<file path="src/rtl/dds_pkg.sv">
package dds_pkg;

  localparam int unsigned DEF_ACC_W = 32;
  localparam int unsigned DEF_OFF_W = 14;

  // Decoded commit action for one cycle.
  typedef struct packed {
    logic load;     // active registers take the staged values
    logic zero;     // accumulator restarts from zero
  } commit_t;

  function automatic commit_t decode_commit(input logic stb, input logic restart);
    commit_t c;
    c.load = stb;
    c.zero = stb & restart;
    return c;
  endfunction

endpackage

</file>
<file path="src/rtl/dds_stage_reg.sv">
// Double-buffered register: a staging copy written by software-side logic,
// and an active copy refreshed only on commit.
module dds_stage_reg #(
  parameter int unsigned W = 32
) (
  input  logic         clk,
  input  logic         rst,
  input  logic         wr,
  input  logic [W-1:0] din,
  input  logic         load,
  output logic [W-1:0] staged_q,
  output logic [W-1:0] active_q
);

  always_ff @(posedge clk) begin
    if (rst) begin
      staged_q <= '0;
    end else if (wr) begin
      staged_q <= din;
    end
  end

  // Commit reads the staged value from before this edge (write-then-commit
  // in one cycle promotes the older value).
  always_ff @(posedge clk) begin
    if (rst) begin
      active_q <= '0;
    end else if (load) begin
      active_q <= staged_q;
    end
  end

endmodule

</file>
<file path="src/rtl/dds_phase_acc.sv">
module dds_phase_acc #(
  parameter int unsigned ACC_W = 32
) (
  input  logic             clk,
  input  logic             rst,
  input  logic             zero,
  input  logic [ACC_W-1:0] step,
  output logic [ACC_W-1:0] acc_q
);

  logic [ACC_W-1:0] acc_next;

  always_comb begin
    if (zero) begin
      acc_next = '0;
    end else begin
      acc_next = acc_q + step;   // modulo 2^ACC_W by width
    end
  end

  always_ff @(posedge clk) begin
    if (rst) begin
      acc_q <= '0;
    end else begin
      acc_q <= acc_next;
    end
  end

endmodule

</file>
<file path="src/rtl/dds_phase_map.sv">
// Truncates the accumulator and applies the phase offset, registered.
module dds_phase_map #(
  parameter int unsigned ACC_W = 32,
  parameter int unsigned OFF_W = 14
) (
  input  logic             clk,
  input  logic             rst,
  input  logic [ACC_W-1:0] acc,
  input  logic [OFF_W-1:0] offs,
  output logic [OFF_W-1:0] phase_q
);

  localparam int unsigned TOP_LSB = ACC_W - OFF_W;

  logic [OFF_W-1:0] coarse;
  logic [OFF_W-1:0] sum;

  generate
    if (TOP_LSB == 0) begin : g_full
      assign coarse = acc;
    end else begin : g_trunc
      assign coarse = acc[ACC_W-1:TOP_LSB];
    end
  endgenerate

  assign sum = coarse + offs;   // modulo 2^OFF_W by width

  always_ff @(posedge clk) begin
    if (rst) begin
      phase_q <= '0;
    end else begin
      phase_q <= sum;
    end
  end

endmodule

</file>
<file path="src/rtl/dds_phase_core.sv">
module dds_phase_core
  import dds_pkg::*;
#(
  parameter int unsigned ACC_W = DEF_ACC_W,
  parameter int unsigned OFF_W = DEF_OFF_W
) (
  input  logic             clk,
  input  logic             rst,
  input  logic             tune_wr,
  input  logic [ACC_W-1:0] tune_in,
  input  logic             offs_wr,
  input  logic [OFF_W-1:0] offs_in,
  input  logic             commit_stb,
  input  logic             restart_en,
  output logic [OFF_W-1:0] phase_out
);

  commit_t          commit;
  logic [ACC_W-1:0] tune_staged;
  logic [ACC_W-1:0] tune_active;
  logic [OFF_W-1:0] offs_staged;
  logic [OFF_W-1:0] offs_active;
  logic [ACC_W-1:0] acc_q;

  assign commit = decode_commit(commit_stb, restart_en);

  dds_stage_reg #(.W(ACC_W)) u_tune_reg (
    .clk      (clk),
    .rst      (rst),
    .wr       (tune_wr),
    .din      (tune_in),
    .load     (commit.load),
    .staged_q (tune_staged),
    .active_q (tune_active)
  );

  dds_stage_reg #(.W(OFF_W)) u_offs_reg (
    .clk      (clk),
    .rst      (rst),
    .wr       (offs_wr),
    .din      (offs_in),
    .load     (commit.load),
    .staged_q (offs_staged),
    .active_q (offs_active)
  );

  dds_phase_acc #(.ACC_W(ACC_W)) u_acc (
    .clk   (clk),
    .rst   (rst),
    .zero  (commit.zero),
    .step  (tune_active),
    .acc_q (acc_q)
  );

  dds_phase_map #(.ACC_W(ACC_W), .OFF_W(OFF_W)) u_map (
    .clk     (clk),
    .rst     (rst),
    .acc     (acc_q),
    .offs    (offs_active),
    .phase_q (phase_out)
  );

endmodule

</file>
<file path="config.mk">
export PLATFORM = sky130hd
export DESIGN_NAME = dds_phase_core
export DESIGN_NICKNAME = d
export VERILOG_FILES = /design/src/rtl/dds_pkg.sv /design/src/rtl/dds_stage_reg.sv /design/src/rtl/dds_phase_acc.sv /design/src/rtl/dds_phase_map.sv /design/src/rtl/dds_phase_core.sv
export SDC_FILE = /design/constraint.sdc
export NUM_CORES = 1
export LEC_CHECK = 0
export ABC_CLOCK_PERIOD_IN_PS = 3300
export BUFFER_PORTS_ARGS = -buffer_cell sky130_fd_sc_hd__buf_4
export CAP_MARGIN = 25
export CORE_MARGIN = 2
export CORE_UTILIZATION = 55
export DETAILED_ROUTE_END_ITERATION = 10
export GPL_ROUTABILITY_DRIVEN = 0
export PLACE_DENSITY = 0.71
export SKIP_CTS_REPAIR_TIMING = 1
export SLEW_MARGIN = 20
export SYNTH_ARGS = -nofsm -noshare
export SYNTH_HDL_FRONTEND = slang
export SYNTH_HIERARCHICAL = 1
export SYNTH_SLANG_ARGS = --single-unit
</file>
<file path="constraint.sdc">
create_clock -name clk -period 3.3 [get_ports clk]
set_clock_uncertainty 0.1 [all_clocks]
set_input_delay 0.495 -clock clk [delete_from_list [all_inputs] [get_ports clk]]
set_output_delay 0.495 -clock clk [all_outputs]
set_load 0.005 [all_outputs]
</file>
After elaboration in Yosys (flattened, before gate mapping)
Index checks and enable logic that the tools add are counted.
Widths: inputs -> output; s select.
- $add $sub $neg: 2
- bitwise operators: 1
- reduce and logical (&&, ||, !) cells: 1
- operators with widths (kind ; count):
    $add 32x32->32 ; 1
    $add 14x14->14 ; 1
    $reduce_or 2->1 ; 1
    $and 1x1->1 ; 1
- bits in registers: 138
- input bits: 52
- output and inout port bits: 14
- word-level logic and storage cells: 10

Longest topological paths before layout
Gate-level depths: netlist of run 1.
- word-level depth: 2
- depth in mapped cells: 9
- mapped depth without buffers: 9

Hierarchy
The synthesis of run 1 kept the hierarchy.
- by module, submodules not included (module ; instances ; cells an instance ; area an instance (um2) ; sequential area each (um2)):
    dds_phase_acc ; 1 ; 319 ; 2548.7 ; 640.6
    dds_stage_reg (u_tune_reg) ; 1 ; 207 ; 2339.7 ; 1281.2
    dds_phase_map ; 1 ; 138 ; 1114.8 ; 280.3
    dds_stage_reg (u_offs_reg) ; 1 ; 91 ; 1023.5 ; 560.5
    dds_phase_core ; 1 ; 1 ; 6.3 ; 0.0

Least setup slack after synthesis of run 1
No wires, ideal clock.
- kind: reg-to-reg
- from: register u_acc.acc_q[0]
- to: register u_acc.acc_q[24]
- setup time: 0.123 ns
- data arrival time: 2.299 ns
- required time: 3.077 ns
- setup slack: 0.778 ns
- stages on the path, launching flop included: 10
- path buffers: 0
- clock period less this slack: 2.522 ns
- cell sequence: dfxtp_1 > ha_1 > fa_1 > a211oi_1 > o21ai_1 > a21oi_1 > o21ai_1 > a31o_2 > a21o_1 > mux2_1
- cells in the longest elaborated chain, start to end: 1
- ends and longest elaborated chain (item ; RTL line ; RTL):
    from (decl) ; dds_phase_acc.sv:8 ; output logic [ACC_W-1:0] acc_q
    from (signal assigned) ; dds_phase_acc.sv:25 ; acc_q <= acc_next;
    $add 32x32->32 ; dds_phase_acc.sv:17 ; acc_next = acc_q + step;
No other way between the ends.
A chain may end at the register's enable or synchronous reset.

Worst setup path in the final report of run 1
- from: register u_tune_reg.active_q[0]
- to: register u_acc.acc_q[24]
- cells in the longest elaborated chain, start to end: 1
- ends and longest elaborated chain (item ; RTL line ; RTL):
    from (decl) ; dds_stage_reg.sv:12 ; output logic [W-1:0] active_q
    from (signal assigned) ; dds_stage_reg.sv:29 ; active_q <= staged_q;
    $add 32x32->32 ; dds_phase_acc.sv:17 ;
No other way between the ends.

==> flow_summary.yaml, run 1 <==
cts:
  clock_latency_ps: 420
  clock_sink_count: 138
  cts_root_buf: "clkbuf_16"
  cts_buffer_depth: 2
  cts_tree: "yes"
  cts_buffers: 17
  cts_max_level: 4
  clkTransAtPathRegs_ps: 60
placed_design:
  post-place-cells: 959
  placed_area_mm2: 0.00744
  hpwl_um: 10600
  port_buffers: 65
  place_ws_ps: 541
power:
  totalPowerFinal_mw: 4.17
  powerDensity_mw_per_mm2: 517
  leakage_nw: 3.75
  peakVddDrop_mv: 0.327
timing:
  worstMarginPinSlew_ps: 816
  setup_slack_ps: 527
  slew_headroom: 0.456
  fmaxAchievable_mhz: 361
  min_period_ps: 2770
  rsz0062_at_grt: "no"
  hold_violations: 0
  slew_viol_final: 0
  holdWs_ps: 210
  fin_crit_sh: 0.840
  fin_tns_setup_ps: 0
  setup_viol_count_final: 0
die:
  rows: 41
  core-area_mm2: 0.0126
  ios: 66
  die_h_um: 117
  dieArea_mm2: 0.0137
  fp.dieW_um: 117
  start_util: 0.560
yosys:
  yosys_warnings: 6
  synthArstFlopShare: 0
  muxShareOfSynthArea: 0.141
  synth_xor_area_frac: 0.0224
  yosysMostFrequentCell: "dfxtp_1"
  synth_top_family_by_area: "simple AND/OR/NAND/NOR gates"
  synthAdderAreaFrac: 0.0840
  synth_simple_gate_area_share: 0.163
  ys_types: 63
  synth-main-ff-cell: "dfxtp_1"
  synth_nets: 854
  yosysTopAreaCellShare: 0.393
  netlist_top_cells_count: "138 x dfxtp_1, 132 x nor2_1, 96 x mux2i_1, 44 x ha_1, 43 x a21oi_1"
  seq_area_frac_synth: 0.393
  synth_compound_area_frac: 0.141
  syn_avg_cell_area_um2: 9.30
  synthCells: 756
  ys_ff_latch: 138
  synth_top_cell_by_area: "dfxtp_1"
  synth_area_leaders: "dfxtp_1 39%, mux2i_1 14%, ha_1 7.8%, nor2_1 7.0%, a21oi_1 3.1%"
  synth_area_mm2: 0.00703
  synth_edf_count: 0
global_route:
  grt_pass1_wl_um: 24700
  track_usage: 0.230
  grt_remaining_overflow: 0
  grt_max_degree: 53
  antenna_found_initial: 0
  grt_pass1_vias: 5143
worst_setup_path:
  r2r_slack_ps: 530
  worstPathMaxFanout: 3
  worstReg2RegStart: "u_tune_reg/active_q[0]$_SDFFE_PP0P_"
  critPathLaunchType: "register"
  arrival_ps: 2980
  worstPathRequired_ps: 3510
  critPathKind: "register to register"
  crit_start: "u_tune_reg/active_q[0]$_SDFFE_PP0P_"
  cp-end-kind: "register"
outcome:
  outcome: "complete, no violations"
route:
  wire_per_inst_um: 15.0
  viasPerCell: 5.58
  drt-initial-drc-count: 353
  vias: 5529
  routed_wl_um: 14800
  ant_nets: 0
  first_pass_iters: 5
  drc: 0
hold_path:
  min-delay-start: "offs_in[5]"
  hold_class: "primary input to register"
cells_and_area:
  syn_to_final_growth_pct: 14.8
  multiInputGateArea_mm2: 0.00388
  stdcell_area_mm2: 0.00807
  fillers: 1055
  stdcell_count: 991
  finalNetCount: 904
  fin_util: 0.642
  register_area_mm2: 0.00276
  antenna_cells: 0
  drive_above_1_share: 0.138
flow_run:
  drv_cap: 0
-- metal layers --
layer | part of all wire | GRT usage | routed length, µm | vias up
met5 | 0 | 0 | 0 | -
met4 | 0.014 | 0.0831 | 212 | 0
met3 | 0.044 | 0.0566 | 648 | 15
met2 | 0.45 | 0.347 | 6620 | 153
met1 | 0.50 | 0.321 | 7360 | 2572
li1 | - | - | - | 2789
-- placed cells by master, fill, tap and decap left out, types with 27 or more instances in the layout --
cell type and n:
dfxtp_1 138, nor2_1 132, mux2i_1 96, buf_4 68, ha_1 44, a21oi_1 43
nand2_1 35, o21ai_0 27
-- report_power, final --
group	leakage [nW]	internal [mW]	total, mW	switching [mW]
Clock	0.304	1.29	2.02	0.728
Sequential	1.13	1.74	1.79	0.0437
Combinational	2.32	0.171	0.366	0.195
Total	3.75	3.20	4.17	0.967
-- layout make-up --
cell class | count | share of cell area
clock buffer | 19 | 0.0549
clock inverter | 13 | 0.0239
inverter | 17 | 0.00791
multi-input combinational | 564 | 0.481
sequential | 138 | 0.342
tap | 172 | 0.0267
timing repair buffer | 68 | 0.0632
-- worst max-delay path: stages, from the launching register on --
cell and delay (ps):
dfxtp_1 310, ha_1 210, fa_1 430, a211oi_1 330, o21ai_1 170, a21oi_1 230, o21ai_1 140, a31o_2 250
a21o_1 180, mux2_1 300
-- flip-flops by register name, indices dropped and copies added, names as in the netlist --
name                 count
u_tune_reg/staged_q     32
u_tune_reg/active_q     32
u_offs_reg/staged_q     14
u_acc/acc_q             32
u_map/phase_q           14
u_offs_reg/active_q     14
-- logic make-up (layout without fill, tap and decap cells) --
logic type,Yosys count,after routing
AND/OR/NAND/NOR,253,253
AO/OA/AOI/OAI,148,148
flip-flops,138,138
multiplexers,99,99
buffers and inverters,54,117
adder cells (fa/ha/maj),46,46
XOR/XNOR,18,18
-- worst paths after layout --
path	to	cells after the start
worst min-delay path	u_offs_reg/staged_q[5]$_SDFFE_PP0P_	3
worst max register to register	u_acc/acc_q[24]$_SDFF_PP0_	9
worst max-delay path	u_acc/acc_q[24]$_SDFF_PP0_	9
worst min register to register	u_tune_reg/staged_q[20]$_SDFFE_PP0P_	2
Power figures use the tool's default switching activity.
==> run 2: changes to the inputs <==
Settings changed: ABC_CLOCK_PERIOD_IN_PS 3300 to 2600.
Clock period 3.3 ns to 2.6 ns, I/O delays scaled along.
==> run 2 against run 1 <==
Against the previous run: sequential share of layout area fell by 0.069 points; flip-flop and latch count did not move; final area rose by 0.20%; wire length about the same; final cell count increased by 0.30%; critical endpoint unchanged; worst hold slack got worse by 110 ps; core utilization grew 0.13 points; global-route usage down 0.16 points.
==> flow_summary.yaml, run 2 (same netlist as run 1, synthesis figures left out) <==
die:
  dieArea_mm2: 0.0137
  core-area_mm2: 0.0126
  fp.dieW_um: 117
  ios: 66
  die_h_um: 117
  start_util: 0.560
  rows: 41
worst_setup_path:
  slowest_delay_ps: 400
  cp_slowest_cell: "fa_1"
  worstPathRequired_ps: 2810
  cp-end-kind: "register"
  arrival_ps: 2730
  critPathKind: "register to register"
  worstPathMaxFanout: 3
  cp_cell_sequence: "ha_1 -> fa_1 -> a211oi_2 -> o21ai_2 -> a21oi_2 -> o21ai_1 -> a31o_2 -> a21o_1 -> mux2_1"
  critPathLaunchType: "register"
cells_and_area:
  stdcell_area_mm2: 0.00809
  layout_common_cells: "138 x dfxtp_1, 132 x nor2_1, 96 x mux2i_1, 71 x buf_4, 44 x ha_1"
  syn_to_final_growth_pct: 15.0
  fillers: 1081
  drive_above_1_share: 0.150
  stdcell_count: 994
  reg_top3: "u_acc/acc_q (32), u_tune_reg/active_q (32), u_tune_reg/staged_q (32)"
  antenna_cells: 0
  layout_commonest_cell: "dfxtp_1"
  finalNetCount: 907
power:
  powerDensity_mw_per_mm2: 637
  leakage_nw: 3.75
  peakVddDrop_mv: 0.658
  totalPowerFinal_mw: 5.16
route:
  ant_nets: 0
  drt-initial-drc-count: 340
  drc: 0
  wire_per_inst_um: 14.9
  routed_wl_um: 14800
  viasPerCell: 5.61
  vias: 5578
  first_pass_iters: 5
global_route:
  grt_max_degree: 49
  antenna_found_initial: 0
  grt_pass1_wl_um: 24500
  grt_remaining_overflow: 0
  track_usage: 0.228
  grt_pass1_vias: 5214
cts:
  cts_max_level: 4
  clock_sink_count: 138
  cts_tree: "yes"
  cts_buffer_depth: 2
  cts_root_buf: "clkbuf_16"
  clkTransAtPathRegs_ps: 60
  clock_latency_ps: 420
  cts_buffers: 17
placed_design:
  place_ws_ps: -53.2
  placed_area_mm2: 0.00746
  hpwl_um: 10700
  port_buffers: 65
  post-place-cells: 962
hold_path:
  hold_class: "primary input to register"
timing:
  worstMarginPinSlew_ps: 804
  slew_viol_final: 0
  min_period_ps: 2520
  setup_viol_count_final: 0
  fin_tns_setup_ps: 0
  fin_crit_sh: 0.969
  rsz0062_at_grt: "no"
  slew_headroom: 0.464
  setup_slack_ps: 79.6
  fmaxAchievable_mhz: 397
  hold_violations: 0
flow_run:
  drv_cap: 0
outcome:
  outcome: "complete, no violations"
[run 2: changes by cell type in the layout (fill, tap and decap cells not counted), sizes merged]
cell,delta
clkinv,+1
buf,+3
bufinv,-1
clkinvlp,+2
clkbuf,-2
[run 2: critical path: cells and delay by family, from the launching register on]
kind	cells	cell delay (ps)
compound gates	6	1080
fa+ha+maj	2	610
flops	1	300
mux	1	300
[run 2: cell type report]
class	count	area, µm²	share of cell area
clock buffer	17	425	0.0526
clock inverter	15	175	0.0217
inverter	17	63.8	0.00789
multi-input combinational	564	3910	0.484
sequential	138	2760	0.342
tap	172	215	0.0266
timing repair buffer	71	533	0.0659
[run 2: per-layer routing]
metal,global-route usage,up-vias,part of all wire
met5,0,-,0
met4,0.0769,0,0.010
met3,0.0541,17,0.043
met2,0.363,127,0.46
met1,0.307,2628,0.49
li1,-,2806,-
[run 2: power by group]
group / total, mW / leakage (nW) / internal [mW] / switching [mW]
logic: 0.466 / 2.33 / 0.218 / 0.249
clock network: 2.42 / 0.285 / 1.51 / 0.917
registers: 2.27 / 1.13 / 2.21 / 0.0554
total: 5.16 / 3.75 / 3.94 / 1.22
[run 2: final timing paths]
check,cells past startpoint,endpoint,from,slack [ps]
worst max-delay path,9,u_acc/acc_q[24]$_SDFF_PP0_,u_acc/acc_q[0]$_SDFF_PP0_,80
worst min-delay path,3,u_tune_reg/staged_q[10]$_SDFFE_PP0P_,tune_in[10],100
worst max register to register,9,u_acc/acc_q[24]$_SDFF_PP0_,u_acc/acc_q[0]$_SDFF_PP0_,80
worst min register to register,2,u_offs_reg/staged_q[7]$_SDFFE_PP0P_,u_offs_reg/staged_q[7]$_SDFFE_PP0P_,390
[run 2: per-stage QoR]
step | hold slack, ps | utilization
after floorplan | 360 | -
after CTS | 82.7 | 0.641
after global placement | 377 | 0.593
after global routing | 97.7 | 0.644
final | 97.3 | 0.644
after detailed placement | 388 | 0.593
==> run 3: changes to the inputs <==
Settings changed: ABC_CLOCK_PERIOD_IN_PS 2600 to 2850.
Clock period 2.6 ns to 2.85 ns, I/O delays scaled along.
==> run 3 against run 2 <==
Against the previous run: critical endpoint unchanged; non-clock buffer count is 2 lower; global-route usage is 1.3 points higher; core utilization is 0.38 points higher; wire length is 4.2% higher; combinational power is 7.5% lower; first-iteration DRC count is 5.3% higher; register-to-register slack better by 80 ps.
==> flow_summary.yaml, run 3 (same netlist as run 1, synthesis figures left out) <==
worst_setup_path:
  critPathKind: "register to register"
  worstPathRequired_ps: 3050
  critPathLaunchType: "register"
  worst_path_most_repeated_cell: "o21ai_1"
  cp-end-kind: "register"
  cp_slowest_cell: "fa_1"
  arrival_ps: 2890
  cp_cell_sequence: "ha_1 -> fa_1 -> a211oi_2 -> o21ai_1 -> a21oi_2 -> o21ai_1 -> a31o_2 -> a21o_1 -> mux2_1"
  worstPathMaxFanout: 3
  slowest_delay_ps: 430
timing:
  rsz0062_at_grt: "no"
  hold_violations: 0
  slew_headroom: 0.454
  fmaxAchievable_mhz: 371
  min_period_ps: 2690
  fin_tns_setup_ps: 0
  worstMarginPinSlew_ps: 818
  slew_viol_final: 0
  setup_viol_count_final: 0
  fin_crit_sh: 0.945
cells_and_area:
  antenna_cells: 0
  layout_common_cells: "138 x dfxtp_1, 132 x nor2_1, 96 x mux2i_1, 69 x buf_4, 44 x ha_1"
  reg_top3: "u_acc/acc_q (32), u_tune_reg/active_q (32), u_tune_reg/staged_q (32)"
  finalNetCount: 905
  syn_to_final_growth_pct: 15.7
  drive_above_1_share: 0.143
  stdcell_count: 992
  layout_commonest_cell: "dfxtp_1"
  stdcell_area_mm2: 0.00814
flow_run:
  drv_cap: 0
power:
  peakVddDrop_mv: 0.615
  leakage_nw: 3.79
  powerDensity_mw_per_mm2: 609
  totalPowerFinal_mw: 4.95
die:
  core-area_mm2: 0.0126
  ios: 66
  die_h_um: 117
  fp.dieW_um: 117
  rows: 41
  dieArea_mm2: 0.0137
  start_util: 0.560
global_route:
  grt_remaining_overflow: 0
  grt_pass1_vias: 5375
  antenna_found_initial: 0
  grt_max_degree: 54
  grt_pass1_wl_um: 25800
  track_usage: 0.241
placed_design:
  hpwl_um: 10800
  port_buffers: 65
  post-place-cells: 960
  placed_area_mm2: 0.00744
hold_path:
  hold_class: "primary input to register"
route:
  drc: 0
  wire_per_inst_um: 15.6
  routed_wl_um: 15500
  ant_nets: 0
  first_pass_iters: 6
  drt-initial-drc-count: 358
  vias: 5602
  viasPerCell: 5.65
cts:
  cts_buffer_depth: 2
  cts_max_level: 4
  clock_latency_ps: 420
  cts_buffers: 17
  clkTransAtPathRegs_ps: 50
  cts_root_buf: "clkbuf_16"
  clock_sink_count: 138
  cts_tree: "yes"
outcome:
  outcome: "complete, no violations"
## run 3: cell types whose count changed in the layout (fill, tap and decap cells not counted), sizes merged
cell and delta:
clkinvlp -4, bufinv +1, inv -2, clkbuf +10
clkinv -5, buf -2
## run 3: cell type report
| cell class | instances | area (µm²) |
|---|---|---|
| Timing Repair Buffer | 69 | 518 |
| Tap cell | 172 | 215 |
| Inverter | 17 | 63.8 |
| Multi-Input combinational cell | 564 | 3900 |
| Clock inverter | 5 | 125 |
| Clock buffer | 27 | 553 |
| Sequential cell | 138 | 2760 |
| Fill cell | 1072 | 4430 |
## run 3: path summary, 6_finish.rpt
path,slack (ps),startpoint,cells after the start,endpoint
worst max-delay path,160,u_acc/acc_q[0]$_SDFF_PP0_,9,u_acc/acc_q[24]$_SDFF_PP0_
worst min-delay path,140,tune_in[12],3,u_tune_reg/staged_q[12]$_SDFFE_PP0P_
worst max register to register,160,u_acc/acc_q[0]$_SDFF_PP0_,9,u_acc/acc_q[24]$_SDFF_PP0_
worst min register to register,400,u_tune_reg/staged_q[19]$_SDFFE_PP0P_,2,u_tune_reg/staged_q[19]$_SDFFE_PP0P_
## run 3: worst max-delay path: cells and delay by family, from the launching register on
family	cells	cell delay, ps
fa+ha+maj	2	650
mux	1	310
compound gates	6	1190
flops	1	300
## run 3: metrics by stage
stage                     setup slack [ps]  hold slack, ps  utilization
after floorplan                        328             360            -
after global placement                 183             374        0.592
after detailed placement              94.1             385        0.592
after CTS                             81.1             132        0.646
after global routing                  4.99             138        0.647
final                                  157             143        0.647
## run 3: power by group
group / total [mW] / switching (mW) / internal (mW)
sequential: 2.07 / 0.0512 / 2.02
combinational: 0.431 / 0.231 / 0.200
clock: 2.45 / 0.778 / 1.67
total: 4.95 / 1.06 / 3.89
## run 3: metal layers
layer  vias up  global-route usage  wire length (µm)
met5         -                   0                 0
met4         0              0.0729               252
met3        28              0.0582               653
met2       143               0.406              7190
met1      2643               0.308              7370
li1       2788                   -                 -
